==> config.mk <==
export PLATFORM = sky130hd
export DESIGN_NAME = wt_shadow_ctrl
export DESIGN_NICKNAME = d
export VERILOG_FILES = /design/src/rtl/wt_shadow_pkg.sv /design/src/rtl/wt_region_decode.sv /design/src/rtl/wt_post_buf.sv /design/src/rtl/wt_slow_seq.sv /design/src/rtl/wt_shadow_ctrl.sv
export SDC_FILE = /design/constraint.sdc
export NUM_CORES = 1
export LEC_CHECK = 0
export ABC_AREA = 1
export BUFFER_PORTS_ARGS = -buffer_cell sky130_fd_sc_hd__buf_2
export CORE_MARGIN = 1.5
export CORE_UTILIZATION = 44
export DETAILED_ROUTE_END_ITERATION = 16
export PLACE_DENSITY = 0.85
export SKIP_LAST_GASP = 1
export SLEW_MARGIN = 20
export SYNTH_ARGS = -nofsm -noshare
export SYNTH_HDL_FRONTEND = slang
export SYNTH_SLANG_ARGS = --single-unit
==> constraint.sdc <==
create_clock -name clk -period 3.1 [get_ports clk]
set_input_delay 0.31 -clock clk [delete_from_list [all_inputs] [get_ports clk]]
set_output_delay 0.31 -clock clk [all_outputs]
set_load 0.02 [all_outputs]
==> src/rtl/wt_shadow_pkg.sv <==
package wt_shadow_pkg;

   // device-read sequencer state
   typedef enum logic [0:0] {
      RD_IDLE = 1'b0,
      RD_BUSY = 1'b1
   } rd_state_e;

   // window decode variants
   localparam int DEC_MASK  = 0;
   localparam int DEC_RANGE = 1;

endpackage

==> src/rtl/wt_region_decode.sv <==
module wt_region_decode #(
   parameter int              AW       = 12,
   parameter int              MODE     = 0,
   parameter logic [AW-1:0]   HW_BASE  = 12'hD00,
   parameter logic [AW-1:0]   HW_MASK  = 12'hF00,
   parameter logic [AW-1:0]   HW_LAST  = 12'hDFF
) (
   input  logic [AW-1:0] addr,
   output logic          is_hw
);
   import wt_shadow_pkg::*;

   generate
      if (MODE == DEC_MASK) begin : g_mask
         assign is_hw = ((addr & HW_MASK) == (HW_BASE & HW_MASK));
      end else if (MODE == DEC_RANGE) begin : g_range
         assign is_hw = (addr >= HW_BASE) && (addr <= HW_LAST);
      end else begin : g_bad
         $error("wt_region_decode: unsupported MODE");
         assign is_hw = 1'b0;
      end
   endgenerate

endmodule

==> src/rtl/wt_post_buf.sv <==
module wt_post_buf #(
   parameter int AW = 12,
   parameter int DW = 8
) (
   input  logic          clk,
   input  logic          rst_n,
   input  logic          load,
   input  logic [AW-1:0] ld_addr,
   input  logic [DW-1:0] ld_data,
   input  logic          launch,
   output logic          valid,
   output logic [AW-1:0] q_addr,
   output logic [DW-1:0] q_data
);

   typedef struct packed {
      logic [AW-1:0] addr;
      logic [DW-1:0] data;
   } entry_t;

   entry_t ent_q;

   always_ff @(posedge clk or negedge rst_n) begin
      if (!rst_n) begin
         valid <= 1'b0;
         ent_q <= '0;
      end else begin
         if (load) begin
            valid      <= 1'b1;
            ent_q.addr <= ld_addr;
            ent_q.data <= ld_data;
         end else if (launch) begin
            valid <= 1'b0;
         end
      end
   end

   assign q_addr = ent_q.addr;
   assign q_data = ent_q.data;


   no_overwrite_chk: assert property (@(posedge clk) disable iff (!rst_n)
      (load && valid) |-> launch);


   launch_clears_chk: assert property (@(posedge clk) disable iff (!rst_n)
      (launch && !load) |=> !valid);

endmodule

==> src/rtl/wt_slow_seq.sv <==
module wt_slow_seq #(
   parameter int AW = 12,
   parameter int DW = 8
) (
   input  logic          clk,
   input  logic          rst_n,
   input  logic          slow_tick,
   input  logic          buf_valid,
   input  logic [AW-1:0] buf_addr,
   input  logic [DW-1:0] buf_data,
   input  logic          rd_req,
   input  logic [AW-1:0] rd_addr,
   input  logic [DW-1:0] sb_rdata,
   output logic          launch_wr,
   output logic          rd_done,
   output logic [DW-1:0] rd_data,
   output logic          sb_stb,
   output logic          sb_we,
   output logic [AW-1:0] sb_addr,
   output logic [DW-1:0] sb_wdata
);
   import wt_shadow_pkg::*;

   rd_state_e state_q;
   logic      rd_launch;

   // a queued write always owns the next strobe; a device read only takes one when nothing is queued
   assign launch_wr = slow_tick && buf_valid;
   assign rd_launch = slow_tick && !buf_valid && rd_req && (state_q == RD_IDLE);
   assign rd_done   = slow_tick && (state_q == RD_BUSY);
   assign rd_data   = sb_rdata;

   always_ff @(posedge clk or negedge rst_n) begin
      if (!rst_n) begin
         state_q <= RD_IDLE;
      end else begin
         case (state_q)
            RD_IDLE: if (rd_launch) state_q <= RD_BUSY;
            RD_BUSY: if (slow_tick) state_q <= RD_IDLE;
            default: state_q <= RD_IDLE;
         endcase
      end
   end

   assign sb_stb   = launch_wr || rd_launch;
   assign sb_we    = launch_wr;
   assign sb_addr  = launch_wr ? buf_addr : rd_addr;
   assign sb_wdata = buf_data;


   stb_on_tick_chk: assert property (@(posedge clk) disable iff (!rst_n)
      sb_stb |-> slow_tick);


   read_after_drain_chk: assert property (@(posedge clk) disable iff (!rst_n)
      (sb_stb && !sb_we) |-> !buf_valid);


   single_start_chk: assert property (@(posedge clk) disable iff (!rst_n)
      $onehot0({launch_wr, rd_launch}));

endmodule

==> src/rtl/wt_shadow_ctrl.sv <==
module wt_shadow_ctrl #(
   parameter int              AW          = 12,
   parameter int              DW          = 8,
   parameter int              DECODE_MODE = 0,
   parameter logic [AW-1:0]   HW_BASE     = 12'hD00,
   parameter logic [AW-1:0]   HW_MASK     = 12'hF00,
   parameter logic [AW-1:0]   HW_LAST     = 12'hDFF
) (
   input  logic          clk,
   input  logic          rst_n,
   input  logic          slow_tick,
   input  logic          cpu_req,
   input  logic          cpu_we,
   input  logic [AW-1:0] cpu_addr,
   input  logic [DW-1:0] cpu_wdata,
   output logic [DW-1:0] cpu_rdata,
   output logic          cpu_ready,
   output logic          fm_re,
   output logic          fm_we,
   output logic [AW-1:0] fm_addr,
   output logic [DW-1:0] fm_wdata,
   input  logic [DW-1:0] fm_rdata,
   output logic          sb_stb,
   output logic          sb_we,
   output logic [AW-1:0] sb_addr,
   output logic [DW-1:0] sb_wdata,
   input  logic [DW-1:0] sb_rdata
);

   generate
      if (AW < 2) begin : g_aw_bad
         $error("wt_shadow_ctrl: AW must be at least 2");
      end
      if (DW < 1) begin : g_dw_bad
         $error("wt_shadow_ctrl: DW must be at least 1");
      end
   endgenerate

   logic          is_hw;
   logic          wr_req, rd_req;
   logic          buf_valid, buf_free, buf_load, launch_wr;
   logic [AW-1:0] buf_addr;
   logic [DW-1:0] buf_data;
   logic          rd_done;
   logic [DW-1:0] rd_data;

   wt_region_decode #(
      .AW(AW), .MODE(DECODE_MODE),
      .HW_BASE(HW_BASE), .HW_MASK(HW_MASK), .HW_LAST(HW_LAST)
   ) u_dec (
      .addr  (cpu_addr),
      .is_hw (is_hw)
   );

   assign wr_req   = cpu_req && cpu_we;
   assign rd_req   = cpu_req && !cpu_we;
   // entry frees in the very cycle its slow write launches
   assign buf_free = !buf_valid || launch_wr;
   assign buf_load = wr_req && buf_free;

   wt_post_buf #(.AW(AW), .DW(DW)) u_buf (
      .clk     (clk),
      .rst_n   (rst_n),
      .load    (buf_load),
      .ld_addr (cpu_addr),
      .ld_data (cpu_wdata),
      .launch  (launch_wr),
      .valid   (buf_valid),
      .q_addr  (buf_addr),
      .q_data  (buf_data)
   );

   wt_slow_seq #(.AW(AW), .DW(DW)) u_seq (
      .clk       (clk),
      .rst_n     (rst_n),
      .slow_tick (slow_tick),
      .buf_valid (buf_valid),
      .buf_addr  (buf_addr),
      .buf_data  (buf_data),
      .rd_req    (rd_req && is_hw),
      .rd_addr   (cpu_addr),
      .sb_rdata  (sb_rdata),
      .launch_wr (launch_wr),
      .rd_done   (rd_done),
      .rd_data   (rd_data),
      .sb_stb    (sb_stb),
      .sb_we     (sb_we),
      .sb_addr   (sb_addr),
      .sb_wdata  (sb_wdata)
   );

   always_comb begin
      if (!cpu_req)       cpu_ready = 1'b1;
      else if (cpu_we)    cpu_ready = buf_free;
      else if (is_hw)     cpu_ready = rd_done;
      else                cpu_ready = 1'b1;
   end

   assign fm_re     = rd_req && !is_hw;
   assign fm_we     = buf_load && !is_hw;
   assign fm_addr   = cpu_addr;
   assign fm_wdata  = cpu_wdata;
   assign cpu_rdata = is_hw ? rd_data : fm_rdata;


   hw_rd_tick_chk: assert property (@(posedge clk) disable iff (!rst_n)
      (rd_req && is_hw && cpu_ready) |-> slow_tick);


   hw_no_fast_wr_chk: assert property (@(posedge clk) disable iff (!rst_n)
      (fm_we) |-> !is_hw);

endmodule

# --- Word level (Yosys, flattened, before mapping) ---
# Index checks and enable logic that the tools add are counted.
op_classes:
  n_eq_ne: 1
  mux: 10
  bitwise: 1
  n_reduce_logical: 17
ops:
  columns: ["op", "count"]
  rows:
  - ["$mux 12", 1]
  - ["$logic_and 1x1->1", 11]
  - ["$mux 8", 1]
  - ["$mux 1", 7]
  - ["$eq 4x4->1 const B", 1]
  - ["$logic_not 1->1", 3]
  - ["$logic_or 1x1->1", 2]
  - ["$pmux 1 s2", 1]
  - ["$reduce_bool 2->1", 1]
  - ["$not 1->1", 1]
word_totals:
  ff_bits: 22
  in_bits: 41
  output_inout_bits: 53

# --- Depth between registers and ports, before layout ---
logic_depth:
  depth_word: 7
  depth_mapped: 6
  depth_no_buf: 6

# --- Cells and area by module ---
# A second synthesis with hierarchy kept.
hier_totals:
  hier_cells: 223
  hier_area_um2: 1707.9
modules_own_cells:
  columns: ["mod", "instances", "cells_per_inst", "area_each_um2", "seq_area_each_um2"]
  rows:
  - ["wt_post_buf", 1, 89, 1008.5, 525.5]
  - ["wt_slow_seq", 1, 68, 351.6, 25.0]
  - ["wt_shadow_ctrl", 1, 62, 330.3, 0.0]
  - ["wt_region_decode", 1, 4, 17.5, 0.0]

# --- Least setup slack after synthesis ---
# Ideal clock, no wire load.
synth_timing:
  path_type: "flip-flop to output port"
  from: "reg u_buf.valid"
  to: "out sb_addr[0]"
  arrival_ns: 1.280
  required_time_ns: 2.790
  setup_slack_ns: 1.510
  stages_incl_launch_ff: 5
  path_buffers: 1
  path_cell_list: "dfrtp_1 nand2_2 inv_2 buf_6 o21ai_0"
synth_between:
  elab_chain_len: 2
synth_rtl:
  columns: ["element", "line_no", "rtl"]
  rows:
  - ["from (decl)", "wt_post_buf.sv:11", "output logic valid,"]
  - ["from (signal assigned)", "wt_post_buf.sv:25", "valid <= 1'b0;"]
  - ["from (signal assigned)", "wt_post_buf.sv:29", "valid <= 1'b1;"]
  - ["from (signal assigned)", "wt_post_buf.sv:33", "valid <= 1'b0;"]
  - ["$logic_and 1x1->1", "wt_slow_seq.sv:28", "assign launch_wr = slow_tick && buf_valid;"]
  - ["net sb_we", "wt_shadow_ctrl.sv:24", "output logic sb_we,"]
  - ["$mux 12", "wt_slow_seq.sv:47", "assign sb_addr = launch_wr ? buf_addr : rd_addr;"]
  - ["to (decl)", "wt_shadow_ctrl.sv:25", "output logic [AW-1:0] sb_addr,"]
# The timed path passes the listed nets, and every way through them passes these cells.

# --- Worst setup path in the final report ---
layout_timing:
  from: "in cpu_addr[9]"
  to: "out cpu_rdata[6]"
layout_between:
  elab_chain_len: 2
layout_rtl:
  columns: ["element", "line_no", "rtl"]
  rows:
  - ["from (decl)", "wt_shadow_ctrl.sv:14", "input logic [AW-1:0] cpu_addr,"]
  - ["$eq 4x4->1", "wt_region_decode.sv:15", "assign is_hw = ((addr & HW_MASK) == (HW_BASE & HW_MASK));"]
  - ["$mux 8", "wt_shadow_ctrl.sv:103", "assign cpu_rdata = is_hw ? rd_data : fm_rdata;"]
  - ["to (decl)", "wt_shadow_ctrl.sv:16", "output logic [DW-1:0] cpu_rdata,"]
# Every way passes these cells.

==> summary.md <==
| Metric | Value |
|---|---|
| Postcts setup bufs | `0` |
| Setup TNS | `0 ps` |
| Worst Skew | `2.92 ps` |
| H-tree levels | `1` |
| Clock insertion delay at the later pin of the skew report | `about 300 ps` |
| Simple-Gate Fraction of Synth Area | `28.6%` |
| Startpoint Class | `primary input` |
| Routed Antenna Nets | `0` |
| Final hold slack | `248 ps` |
| GRT Total Usage | `18.3%` |
| Post-synthesis adder-cell area fraction | `0%` |
| CTS max path bufs | `2` |
| Die Area | `0.00335 mm2` |
| Layout cells sized above 1 | `between 40 and 50%` |
| Final setup viols | `0` |
| Die Wd | `57.9 um` |
| Synth Instances | `181` |
| Clock Sinks | `22` |
| Avg WL per Cell | `10.6 um` |
| Synthesized cell area | `between 0.001 and 0.0015 mm2` |
| Synth Area per Inst | `approximately 7.3 um2` |
| Final Max Slew Viols | `0` |
| Fillers | `276` |
| Final hold vios | `0` |
| Final WL | `3020 um` |
| Syn Nets | `222` |
| Fmax | `between 400 and 500 MHz` |
| Count of yosys warnings during synthesis | `0` |
| Final Instance Count excl. Fillers | `between 200 and 300` |
| Maxcap violations | `0` |
| Synth unique cells | `17` |
| Power per standard cell area | `451 mW/mm2` |
| Slew headroom | `51.1%` |
| DRC violation count after routing | `0` |
| Nets | `296` |
| HP Class | `in2reg` |
| Main combinational cell family by area after synthesis | `simple AND/OR/NAND/NOR gates` |
| # diodes | `0` |
| CTS tree | `done` |
| Root Driver | `clkbuf_4` |
| Vias per cell | `~4.6` |
| First-pass GRT wire length | `4770 um` |
| Final worst path period share | `65.7%` |
| Gr ovfl total | `0` |
| RSZ-0062 raised after global routing | `false` |
| Ports | `94` |
| WP data arrival | `1730 ps` |
| Actual slew at the worst max-slew pin | `731 ps` |
| Vias in the first global route | `1096` |
| Crit-path max FO | `13` |
| Lkg Pwr | `1.03 nW` |
| Outcome | `finished, final reports clean` |
| Layout area overhead | `26.4%` |
| Crit path required time | `~2800 ps` |
| First-pass DRT Iterations | `6` |
| Setup ws final | `1060 ps` |
| Core area | `0.00281 mm2` |
| Placer Congestion | `0.726` |
| Detailed Route Iter0 Violations | `38` |
| Tmin final | `2040 ps` |
| Via count | `1303` |
| Largest net degree at the start of global routing | `34` |
| Flops & latches, synth | `22` |
| Sequential share of the synthesized area | `41.5%` |
| Die Ht | `~58 um` |
| Peak supply drop | `about 0.29 mV` |
| Clk pin slew, worst setup/hold paths | `120 ps` |
| DP Worst Slack | `1070 ps` |
| Port Buffers | `93` |
| Synth Area in XOR/XNOR | `0%` |
| Compound-Gate Fraction of Synth Area | `9.62%` |
| Initial antenna violation count | `0` |
| Multiplexer share of the synthesized area | `0%` |
| CTS Buf Count | `3` |
| Dpl hpwl | `2330 um` |
| Initial Util | `47.3%` |
| Hold depth | `3` |
| CP endpoint kind | `output pin` |
| Cell Rows | `19` |
| Placed Cells | `280` |
| R2R cell count | `4` |
| WS Path Type | `in2out` |
==> registers in the layout (all words and copies together) (netlist names) <==
register       flops
u_seq.state_q      1
u_buf.q_addr      12
u_buf.q_data       8
u_buf.valid        1
==> layout make-up <==
class / instances / area [um2] / area share, %
multi-input cells: 116 / 507 / 30.2
clock buffers: 4 / 36.3 / 2.16
repair buffers: 94 / 475 / 28.4
well taps: 31 / 38.8 / 2.31
flip-flops and latches: 22 / 551 / 32.8
inverters: 18 / 68.8 / 4.10
==> where the power goes <==
part / internal [mW] / switching, mW / total, mW
registers: 0.328 / 0.0215 / 0.350
clock network: 0.0716 / 0.0816 / 0.153
logic: 0.0886 / 0.165 / 0.254
total: 0.488 / 0.268 / 0.756
==> Yosys cell counts <==
cell,n,share of area [%]
a21oi_1,1,0.38
a21oi_2,2,1.3
buf_2,1,0.38
buf_4,20,11
buf_6,4,3.4
clkinv_2,1,0.38
dfrtp_1,22,42
inv_1,15,4.2
inv_2,2,0.57
nand2_1,70,20
nand2_2,1,0.47
nand2_4,2,1.7
nand3_1,11,4.2
nor2_1,6,1.7
nor3_1,2,0.75
o21ai_0,12,4.5
o21ai_1,9,3.4
==> critical path, stage by stage <==
cell and delay [ps]:
buf_2 100, inv_1 80, nand2_1 50, nor2_1 560
inv_1 300, nand2_1 120, nand2_1 50, buf_2 150
==> cell usage in the layout, fill, tap and decap left out, drive strengths merged <==
cell	n
buf	93
nand2	73
dfrtp	22
o21ai	21
inv	17
nand3	11
nor2	6
clkbuf	4
a21oi	3
nor3	2
clkinv	1
dlygate4sd3	1
==> logic make-up (layout without fill, tap and decap cells) <==
kind of cell | count (synthesis) | in the layout
DFF | 22 | 22
buffers and inverters | 43 | 116
AOI/OAI and AO/OA | 24 | 24
and+or+nand+nor | 92 | 92
==> through the flow <==
step           total power [mW]  utilization [%]  instance area [um2]
2_1_floorplan             0.530                -                 1330
3_5_place_dp              0.611             58.1                 1630
4_1_cts                   0.767             59.8                 1680
5_1_grt                   0.807             59.8                 1680
6_report                  0.756             59.8                 1680
3_3_place_gp              0.604             58.1                 1630
==> path summary, 6_finish.rpt <==
check	slack [ps]	start	endpoint
setup reg to reg	1880	u_buf.valid	u_buf.q_addr[6]
setup / recovery	1060	cpu_addr[9]	cpu_rdata[6]
max in group asynchronous	2290	rst_n	u_buf.q_addr[9]
hold reg to reg	480	u_buf.q_data[0]	u_buf.q_data[0]
hold / removal	250	cpu_wdata[0]	u_buf.q_data[0]
min in group asynchronous	490	rst_n	u_buf.q_data[4]
==> timing repair <==
item / in CTS / in global routing
gates resized for setup: 0 / 0
hold buffers: 1 / 0
endpoints found under the hold margin: 22 / 0
==> layer usage <==
metal	vias to the layer above	GRT usage [%]	share of wire, %
met5	-	0	0
met4	0	6.98	0.90
met3	2	3.35	5.7
met2	40	31.5	49
met1	572	22.9	44
li1	689	-	-
No activity file was read; power rests on OpenSTA's default activity.
